===== config.mk =====
export PLATFORM = sky130hd
export DESIGN_NAME = cpwm_deadband
export DESIGN_NICKNAME = d
export VERILOG_FILES = /design/src/rtl/cpwm_pkg.sv /design/src/rtl/cpwm_dur_calc.sv /design/src/rtl/cpwm_cfg_regs.sv /design/src/rtl/cpwm_edge_core.sv /design/src/rtl/cpwm_deadband.sv
export SDC_FILE = /design/constraint.sdc
export NUM_CORES = 1
export LEC_CHECK = 0
export BUFFER_PORTS_ARGS = -buffer_cell sky130_fd_sc_hd__buf_2
export CORE_MARGIN = 4
export CORE_UTILIZATION = 45
export CTS_CLUSTER_DIAMETER = 200
export DETAILED_ROUTE_END_ITERATION = 8
export GPL_TIMING_DRIVEN = 0
export PLACE_DENSITY = 0.72
export SYNTH_ARGS = -nofsm -noshare
export SYNTH_HDL_FRONTEND = slang
export SYNTH_SLANG_ARGS = --single-unit

===== constraint.sdc =====
create_clock -name clk -period 7.4 [get_ports clk]
set_input_delay 0 -clock clk [delete_from_list [all_inputs] [get_ports clk]]
set_output_delay 0 -clock clk [all_outputs]
set_load 0.005 [all_outputs]

===== src/rtl/cpwm_pkg.sv =====
package cpwm_pkg;
    localparam int unsigned DT_W_DEF = 12;
    localparam int unsigned PS_W_DEF = 4;
    localparam int unsigned REG_W    = 16;

    typedef enum logic [1:0] {
        PH_IDLE = 2'd0,
        PH_DEAD = 2'd1,
        PH_ON   = 2'd2
    } phase_e;
endpackage


===== src/rtl/cpwm_dur_calc.sv =====
module cpwm_dur_calc #(
    parameter int unsigned DT_W = cpwm_pkg::DT_W_DEF,
    parameter int unsigned PS_W = cpwm_pkg::PS_W_DEF,
    localparam int unsigned DUR_W = DT_W + PS_W
) (
    input  logic [PS_W-1:0]  ratio,
    input  logic [DT_W-1:0]  setting,
    output logic [DUR_W-1:0] dur
);
    logic [DUR_W-1:0] prod;

    always_comb begin
        prod = DUR_W'(ratio) * DUR_W'(setting);
        if (ratio <= PS_W'(1)) begin
            dur = DUR_W'(setting);
        end else if (setting == '0) begin
            dur = '0;
        end else begin
            dur = prod - DUR_W'(1);
        end
    end
endmodule


===== src/rtl/cpwm_cfg_regs.sv =====
module cpwm_cfg_regs #(
    parameter int unsigned DT_W = cpwm_pkg::DT_W_DEF,
    localparam int unsigned RW = cpwm_pkg::REG_W
) (
    input  logic            clk,
    input  logic            rst_n,
    input  logic            dt_wr,
    input  logic [RW-1:0]   dt_wdata,
    input  logic            lock_set,
    input  logic            master_ok,
    input  logic            en_wr,
    input  logic            en_wdata,
    output logic [DT_W-1:0] setting,
    output logic            locked,
    output logic            gen_en
);
    typedef struct packed {
        logic [DT_W-1:0] dt;
        logic            lock;
        logic            en;
    } cfg_t;

    cfg_t cfg_d, cfg_q;

    always_comb begin
        cfg_d = cfg_q;
        cfg_d.lock = cfg_q.lock | lock_set;
        if (dt_wr && !cfg_q.lock) begin
            cfg_d.dt = dt_wdata[DT_W-1:0];
        end
        if (!master_ok) begin
            cfg_d.en = 1'b0;
        end else if (en_wr) begin
            cfg_d.en = en_wdata;
        end
    end

    always_ff @(posedge clk) begin
        if (!rst_n) begin
            cfg_q.dt   <= '1;
            cfg_q.lock <= 1'b0;
            cfg_q.en   <= 1'b0;
        end else begin
            cfg_q <= cfg_d;
        end
    end

    assign setting = cfg_q.dt;
    assign locked  = cfg_q.lock;
    assign gen_en  = cfg_q.en;
endmodule


===== src/rtl/cpwm_edge_core.sv =====
module cpwm_edge_core #(
    parameter int unsigned DUR_W = cpwm_pkg::DT_W_DEF + cpwm_pkg::PS_W_DEF
) (
    input  logic             clk,
    input  logic             rst_n,
    input  logic             enable,
    input  logic             ref_in,
    input  logic [DUR_W-1:0] dur,
    output logic             drv_hi,
    output logic             drv_lo
);
    import cpwm_pkg::*;

    typedef struct packed {
        phase_e           ph;
        logic             tgt;
        logic [DUR_W-1:0] cnt;
    } core_t;

    core_t st_d, st_q;
    logic  start;

    always_comb begin
        st_d  = st_q;
        start = (st_q.ph == PH_IDLE) || (ref_in != st_q.tgt);
        if (!enable) begin
            st_d.ph  = PH_IDLE;
            st_d.tgt = 1'b0;
            st_d.cnt = '0;
        end else if (start) begin
            st_d.tgt = ref_in;
            st_d.cnt = dur;
            st_d.ph  = (dur == '0) ? PH_ON : PH_DEAD;
        end else if (st_q.ph == PH_DEAD) begin
            st_d.cnt = st_q.cnt - DUR_W'(1);
            if (st_q.cnt == DUR_W'(1)) begin
                st_d.ph = PH_ON;
            end
        end
    end

    always_ff @(posedge clk) begin
        if (!rst_n) begin
            st_q.ph  <= PH_IDLE;
            st_q.tgt <= 1'b0;
            st_q.cnt <= '0;
        end else begin
            st_q <= st_d;
        end
    end

    assign drv_hi = (st_q.ph == PH_ON) &&  st_q.tgt;
    assign drv_lo = (st_q.ph == PH_ON) && !st_q.tgt;
endmodule


===== src/rtl/cpwm_deadband.sv =====
module cpwm_deadband #(
    parameter int unsigned DT_W = cpwm_pkg::DT_W_DEF,
    parameter int unsigned PS_W = cpwm_pkg::PS_W_DEF,
    localparam int unsigned RW    = cpwm_pkg::REG_W,
    localparam int unsigned DUR_W = DT_W + PS_W,
    localparam int unsigned NOUT  = 2
) (
    input  logic            clk,
    input  logic            rst_n,
    input  logic            pwm_ref,
    input  logic [PS_W-1:0] presc_ratio,
    input  logic            dt_wr,
    input  logic [RW-1:0]   dt_wdata,
    output logic [RW-1:0]   dt_rdata,
    input  logic            lock_set,
    output logic            lock_o,
    input  logic            master_ok,
    input  logic            en_wr,
    input  logic            en_wdata,
    output logic            en_rd,
    input  logic [NOUT-1:0] ovr_en,
    input  logic [NOUT-1:0] ovr_lvl,
    output logic            out_hi,
    output logic            out_lo
);
    logic [DT_W-1:0]  setting;
    logic             gen_en;
    logic [DUR_W-1:0] dur;
    logic             drv_hi, drv_lo;
    logic [NOUT-1:0]  raw, outs;

    cpwm_cfg_regs #(.DT_W(DT_W)) u_cfg (
        .clk      (clk),
        .rst_n    (rst_n),
        .dt_wr    (dt_wr),
        .dt_wdata (dt_wdata),
        .lock_set (lock_set),
        .master_ok(master_ok),
        .en_wr    (en_wr),
        .en_wdata (en_wdata),
        .setting  (setting),
        .locked   (lock_o),
        .gen_en   (gen_en)
    );

    cpwm_dur_calc #(.DT_W(DT_W), .PS_W(PS_W)) u_dur (
        .ratio  (presc_ratio),
        .setting(setting),
        .dur    (dur)
    );

    cpwm_edge_core #(.DUR_W(DUR_W)) u_core (
        .clk   (clk),
        .rst_n (rst_n),
        .enable(gen_en),
        .ref_in(pwm_ref),
        .dur   (dur),
        .drv_hi(drv_hi),
        .drv_lo(drv_lo)
    );

    assign raw = {drv_hi, drv_lo};

    for (genvar i = 0; i < NOUT; i++) begin : g_out
        assign outs[i] = ovr_en[i] ? ovr_lvl[i] : (gen_en & raw[i]);
    end

    assign out_hi   = outs[1];
    assign out_lo   = outs[0];
    assign en_rd    = gen_en;
    assign dt_rdata = {{(RW-DT_W){1'b0}}, setting};
endmodule


### After elaboration in Yosys (flattened, before gate mapping)

Index checks and enable logic that the tools add are counted.

* latch bits: 0
* flip-flop bits (word level): 33
* memory bits (read-only): 0
* memories kept: 0
* word-level logic and storage cells: 41
* bits in writable memories: 0
* output and inout bits: 20

* shifts and indexed selects: 0
* bitwise operators: 3
* divide/modulo/power cells: 0
* reductions and logical operators: 14
* magnitude comparators: 1
* eq/ne operators: 4
* multiplexer cells: 10
* $mul: 1
* $add $sub $neg: 2

Operators by type and width (count)
* $mux 16: 4
* $sub 16x1->16 const B: 2
* $eq 16x1->1 const B: 1
* $logic_not 16->1: 1
* $mul 4x12->16: 1
* $logic_not 12->1: 1
* $mux 2: 4
* $reduce_and 2->1: 3
* $le 4x1->1 const B: 1
* $reduce_bool 2->1: 2
* $logic_and 1x1->1: 3
* $and 1x1->1: 2
* $eq 2x1->1 const B: 1
* $eq 2x2->1 const B: 1
* $logic_not 1->1: 2
* $logic_not 2->1: 1
* $mux 1: 2
* $logic_or 1x1->1: 1
* $ne 1x1->1: 1
* $or 1x1->1: 1

### Longest topological paths before layout

* depth after elaboration: 7
* depth in mapped cells: 15
* depth with buffers taken out: 14

### Hierarchy

Synthesis repeated with hierarchy kept, for this count alone.

* cell total of the unflattened synthesis: 489
* area, all modules: 3793.6 um^2

Modules (own cells, without submodules)
* cpwm_dur_calc: times used 1, cells each 260, area an instance 1860.5 um^2
* cpwm_edge_core: times used 1, cells each 159, area an instance 1251.2 um^2
* cpwm_cfg_regs: times used 1, cells each 59, area an instance 623.1 um^2
* cpwm_deadband: times used 1, cells each 11, area an instance 58.8 um^2

### Worst setup path before layout

OpenSTA, ideal clock, no wires.

* path type: reg2reg
* from: register u_cfg.cfg_q (netlist bit u_cfg.setting[5])
* to: register u_core.st_q[17] (netlist bit)
* data arrival time: 3.746 ns
* required time: 7.314 ns
* library setup time: 0.086 ns
* stages on the path, launching flop included: 15
* path slack: 3.568 ns
* cell sequence: dfxtp_1 > buf_4 > nand2_1 > ha_1 > fa_1 > inv_1 > fa_1 > ha_1 > a21oi_1 > o21ai_0 > or4_1 > and3_1 > and2_0 > a41o_1 > a211oi_1

* cells in the longest elaborated chain, start to end: 7
* elaborated cells on any way between the ends: 8

RTL lines
* from (decl): line cpwm_cfg_regs.sv:23 `cfg_t cfg_d, cfg_q;`
* from (signal assigned): line cpwm_cfg_regs.sv:44 `cfg_q <= cfg_d;`
* $mul 4x12->16: line cpwm_dur_calc.sv:13 `prod = DUR_W'(ratio) * DUR_W'(setting);`
* $sub 16x1->16: line cpwm_dur_calc.sv:19 `dur = prod - DUR_W'(1);`
* $mux 16: line cpwm_dur_calc.sv:16 `end else if (setting == '0) begin`
* $mux 16 *: line cpwm_dur_calc.sv:14 `if (ratio <= PS_W'(1)) begin`
* $logic_not 16->1 *: line cpwm_edge_core.sv:33 `st_d.ph = (dur == '0) ? PH_ON : PH_DEAD;`
* $mux 2 *: line cpwm_edge_core.sv:33
* $mux 2 *: line cpwm_edge_core.sv:30 `end else if (start) begin`
* to (signal assigned): line cpwm_edge_core.sv:48 `st_q <= st_d;`
* to (decl): line cpwm_edge_core.sv:20 `core_t st_d, st_q;`

Every way passes the cells marked *; elsewhere a longest branch is shown, timed or not.
A chain may end at the register's enable or synchronous reset.

### Worst setup path after layout

* from: register u_cfg.cfg_q (netlist bit u_cfg.setting[1])
* to: register u_core.st_q[17] (netlist bit)

Same word-level chain as after synthesis.

==> results_dict.tcl <==
set metrics [dict create \
    yosysWarningCount 0 \
    synth_edf_count 0 \
    fillers 756 \
    synthToLayoutAreaGrowth_pct 16.7 \
    rows 32 \
    die-area_mm2 0.00941 \
    crit_arrival_ns 4.52 \
    stdcell_count 650 \
    pin_count 52 \
    routedWlPerCell_um 15.5 \
    status "finished, final reports clean" \
    cts_setup_buffers 0 \
    cellPowerDensity_mw_per_mm2 281 \
    r2r_start "u_cfg.setting[1]$_SDFFE_PN1P_" \
    antenna_found_initial 0 \
    finalSetupViolations 0 \
    avgSynthCellArea_um2 7.44 \
    htree_num_levels 2 \
    worstHoldPathType "in -> reg" \
    routed_via_density 5.69 \
    start_kind "register" \
    clkPwrFrac 0.119 \
    dp.cells 626 \
    critPathRequiredTime_ns 7.55 \
    worst_r2r_path_depth 14 \
    gp_congestion 0.915 \
    ant_nets 0 \
    swShare 0.488 \
    final_nets 634 \
    finalHoldViolCount 0 \
    grt_overflow_total 0 \
    fin_setup_tns_ns 0 \
    cpPeakStageDelay_ns 0.57 \
    coreArea_mm2 0.00773 \
    fin_crit_sh 0.591 \
    root_buffer "clkbuf_8" \
    min_period_ns 4.38 \
    relSlewSlack 0.604 \
    p_seq_frac 0.175 \
    syn_inst 479 \
    drive_above_1_share 0.115 \
    cts_hold_buf 16 \
    die_h_um 97.0 \
    layout_commonest_cell "nand2_1" \
    grt_max_degree 12 \
    via_count 3699 \
    cts_tree "built" \
    numCtsBuffers 5 \
    path_cells "nand2_1 > ha_1 > fa_1 > inv_1 > fa_1 > ha_1 > o21ai_1 > nor4_1 > nor3_1 > a21oi_1 > mux2i_1 > and2_0 > a41o_1 > a211oi_1" \
    grtUsageTotal 0.216 \
    ys_ff_latch 33 \
    vdd_drop_max_v 0.000160 \
    slowest_stage "dfxtp_1" \
    synthArstFlopShare 0 \
    max_freq_mhz 229 \
    syn-cell-area_mm2 0.00356 \
    clock_latency_ns 0.29 \
    grt_pass1_vias 3488 \
    dr.pass1.iters 5 \
    yosysUniqueCellTypes 52 \
    final_cell_mix "nand2_1 (93), buf_2 (42), inv_1 (35)" \
    clkSinkCount 33 \
    hold_slack_ns 0.0139 \
    io_buffers 42 \
    cts_resized 0 \
    p_int_w 0.000599 \
    antenna_cells 0 \
    power.total_w 0.00117 \
    clockBufferDepth 2 \
    cellLeakagePower_nw 1.92 \
    initialDrtViolationCount 343 \
    holdCritStartpoint "rst_n" \
    synth_ff_type "dfxtp_1" \
    reg2reg_to "u_core.st_q[17]$_SDFFE_PN0P_" \
    grt_first_pass_wirelength_um 17000 \
    fp.dieW_um 97.0 \
    max-cap-violations 0 \
    reg2reg_slack_ns 3.02 \
    holdPathEnd "u_cfg.setting[1]$_SDFFE_PN1P_" \
    rsz0062_at_grt "no" \
    cp_max_fo 8 \
    clock_skew_ns 0.00671 \
    dp_hpwl_um 7570 \
    p_sw_w 0.000570 \
    initial_core_util 0.461 \
    crit_path_end_kind "register" \
    p_comb_frac 0.706 \
    cts.clk_slew.worst_paths_ns 0.08 \
    drv_slew 0 \
    whs_path_depth 2 \
    drc_errors 0 \
    drt-total-wl_um 10100 \
    crit_type "reg -> reg" \
    yosysSeqAreaShare 0.185 \
    worst_slew_pin_slew_ns 0.589 \
]
==> stage by stage <==
step | area [um^2] | setup WS, ns | utilization
after global routing | 4160 | 2.76 | 0.538
after global placement | 3910 | 3.05 | 0.506
after detailed placement | 3910 | 3.00 | 0.506
after CTS | 4160 | 3.10 | 0.538
after floorplan | 3570 | 3.57 | -
final | 4160 | 3.02 | 0.538
==> Yosys cell counts (4+ instances only) <==
master | instances | area [um^2]
a211oi_1 | 6 | 45.0
a21oi_1 | 27 | 135
a221oi_1 | 5 | 43.8
and2_1 | 20 | 125
buf_4 | 6 | 45.0
clkbuf_1 | 16 | 60.1
dfxtp_1 | 33 | 661
fa_1 | 21 | 420
ha_1 | 34 | 425
inv_1 | 35 | 131
nand2_1 | 93 | 349
nand2b_1 | 6 | 37.5
nand3_1 | 22 | 110
nand3b_1 | 4 | 30.0
nor2_1 | 34 | 128
nor3_1 | 14 | 70.1
nor4_1 | 4 | 25.0
o21ai_0 | 17 | 85.1
o21ai_1 | 10 | 50.1
or3_1 | 6 | 37.5
xnor2_1 | 5 | 43.8
xor2_1 | 5 | 43.8
==> worst max-delay path: cells and delay by family, from the launching register on <==
kind                       cells  cell delay, ns
and+or+nand+nor                4            0.96
adders and majority gates      4            1.74
buffers and inverters          1            0.06
muxes                          1            0.33
DFF                            1            0.57
AOI/OAI and AO/OA              4            0.57
==> cell families after synthesis <==
| family | share of synthesized area |
|---|---|
| AOI/OAI and AO/OA | 0.175 |
| and+or+nand+nor | 0.299 |
| muxes | 0.00878 |
| xor gates and xnor gates | 0.0246 |
| DFF | 0.185 |
| buffers and inverters | 0.0695 |
| adders and majority gates | 0.237 |
| other | 0.00105 |
==> state kept, by name, summed over array words and instances, names as in the netlist <==
register       flops
u_core.st_q       19
u_cfg.setting     12
u_cfg.gen_en       1
u_cfg.locked       1
==> power by group through the flow <==
stage	sequential (W)	clock [W]	combinational, W
2_1_floorplan	0.000202	0	0.000630
3_3_place_gp	0.000208	0	0.000788
3_5_place_dp	0.000209	0	0.000800
4_1_cts	0.000205	0.000142	0.000814
5_1_grt	0.000207	0.000151	0.000927
6_report	0.000205	0.000139	0.000825
==> routing by layer <==
layer | vias up | GRT usage | routed length, um
li1 | 1784 | - | -
met1 | 1754 | 0.293 | 4520
met2 | 143 | 0.359 | 4780
met3 | 18 | 0.0296 | 597
met4 | 0 | 0.0616 | 181
met5 | - | 0 | 0
==> area by class of cell <==
cell class	instances	area, um^2	share of cell area
Buffer	23	116	0.0280
Inverter	35	131	0.0316
Clock buffer	5	68.8	0.0165
Clock inverter	3	17.5	0.00421
Tap cell	102	128	0.0307
Timing Repair Buffer	58	370	0.0890
Sequential cell	33	661	0.159
Multi-Input combinational cell	391	2670	0.641
==> how the worst max path moves through the flow <==
| stage | startpoint | to | slack [ns] | cells after the start |
|---|---|---|---|---|
| floorplan | u_cfg.setting[5]$_SDFFE_PN1P_ | u_core.st_q[17]$_SDFFE_PN0P_ | 3.57 | 14 |
| global placement | presc_ratio[3] | u_core.st_q[17]$_SDFFE_PN0P_ | 3.05 | 16 |
| detailed placement | presc_ratio[3] | u_core.st_q[17]$_SDFFE_PN0P_ | 3.00 | 16 |
| CTS | u_cfg.setting[1]$_SDFFE_PN1P_ | u_core.st_q[17]$_SDFFE_PN0P_ | 3.10 | 14 |
| global route | u_cfg.setting[1]$_SDFFE_PN1P_ | u_core.st_q[17]$_SDFFE_PN0P_ | 2.76 | 14 |
| finish | u_cfg.setting[1]$_SDFFE_PN1P_ | u_core.st_q[17]$_SDFFE_PN0P_ | 3.02 | 14 |
Power figures use the tool's default switching activity.
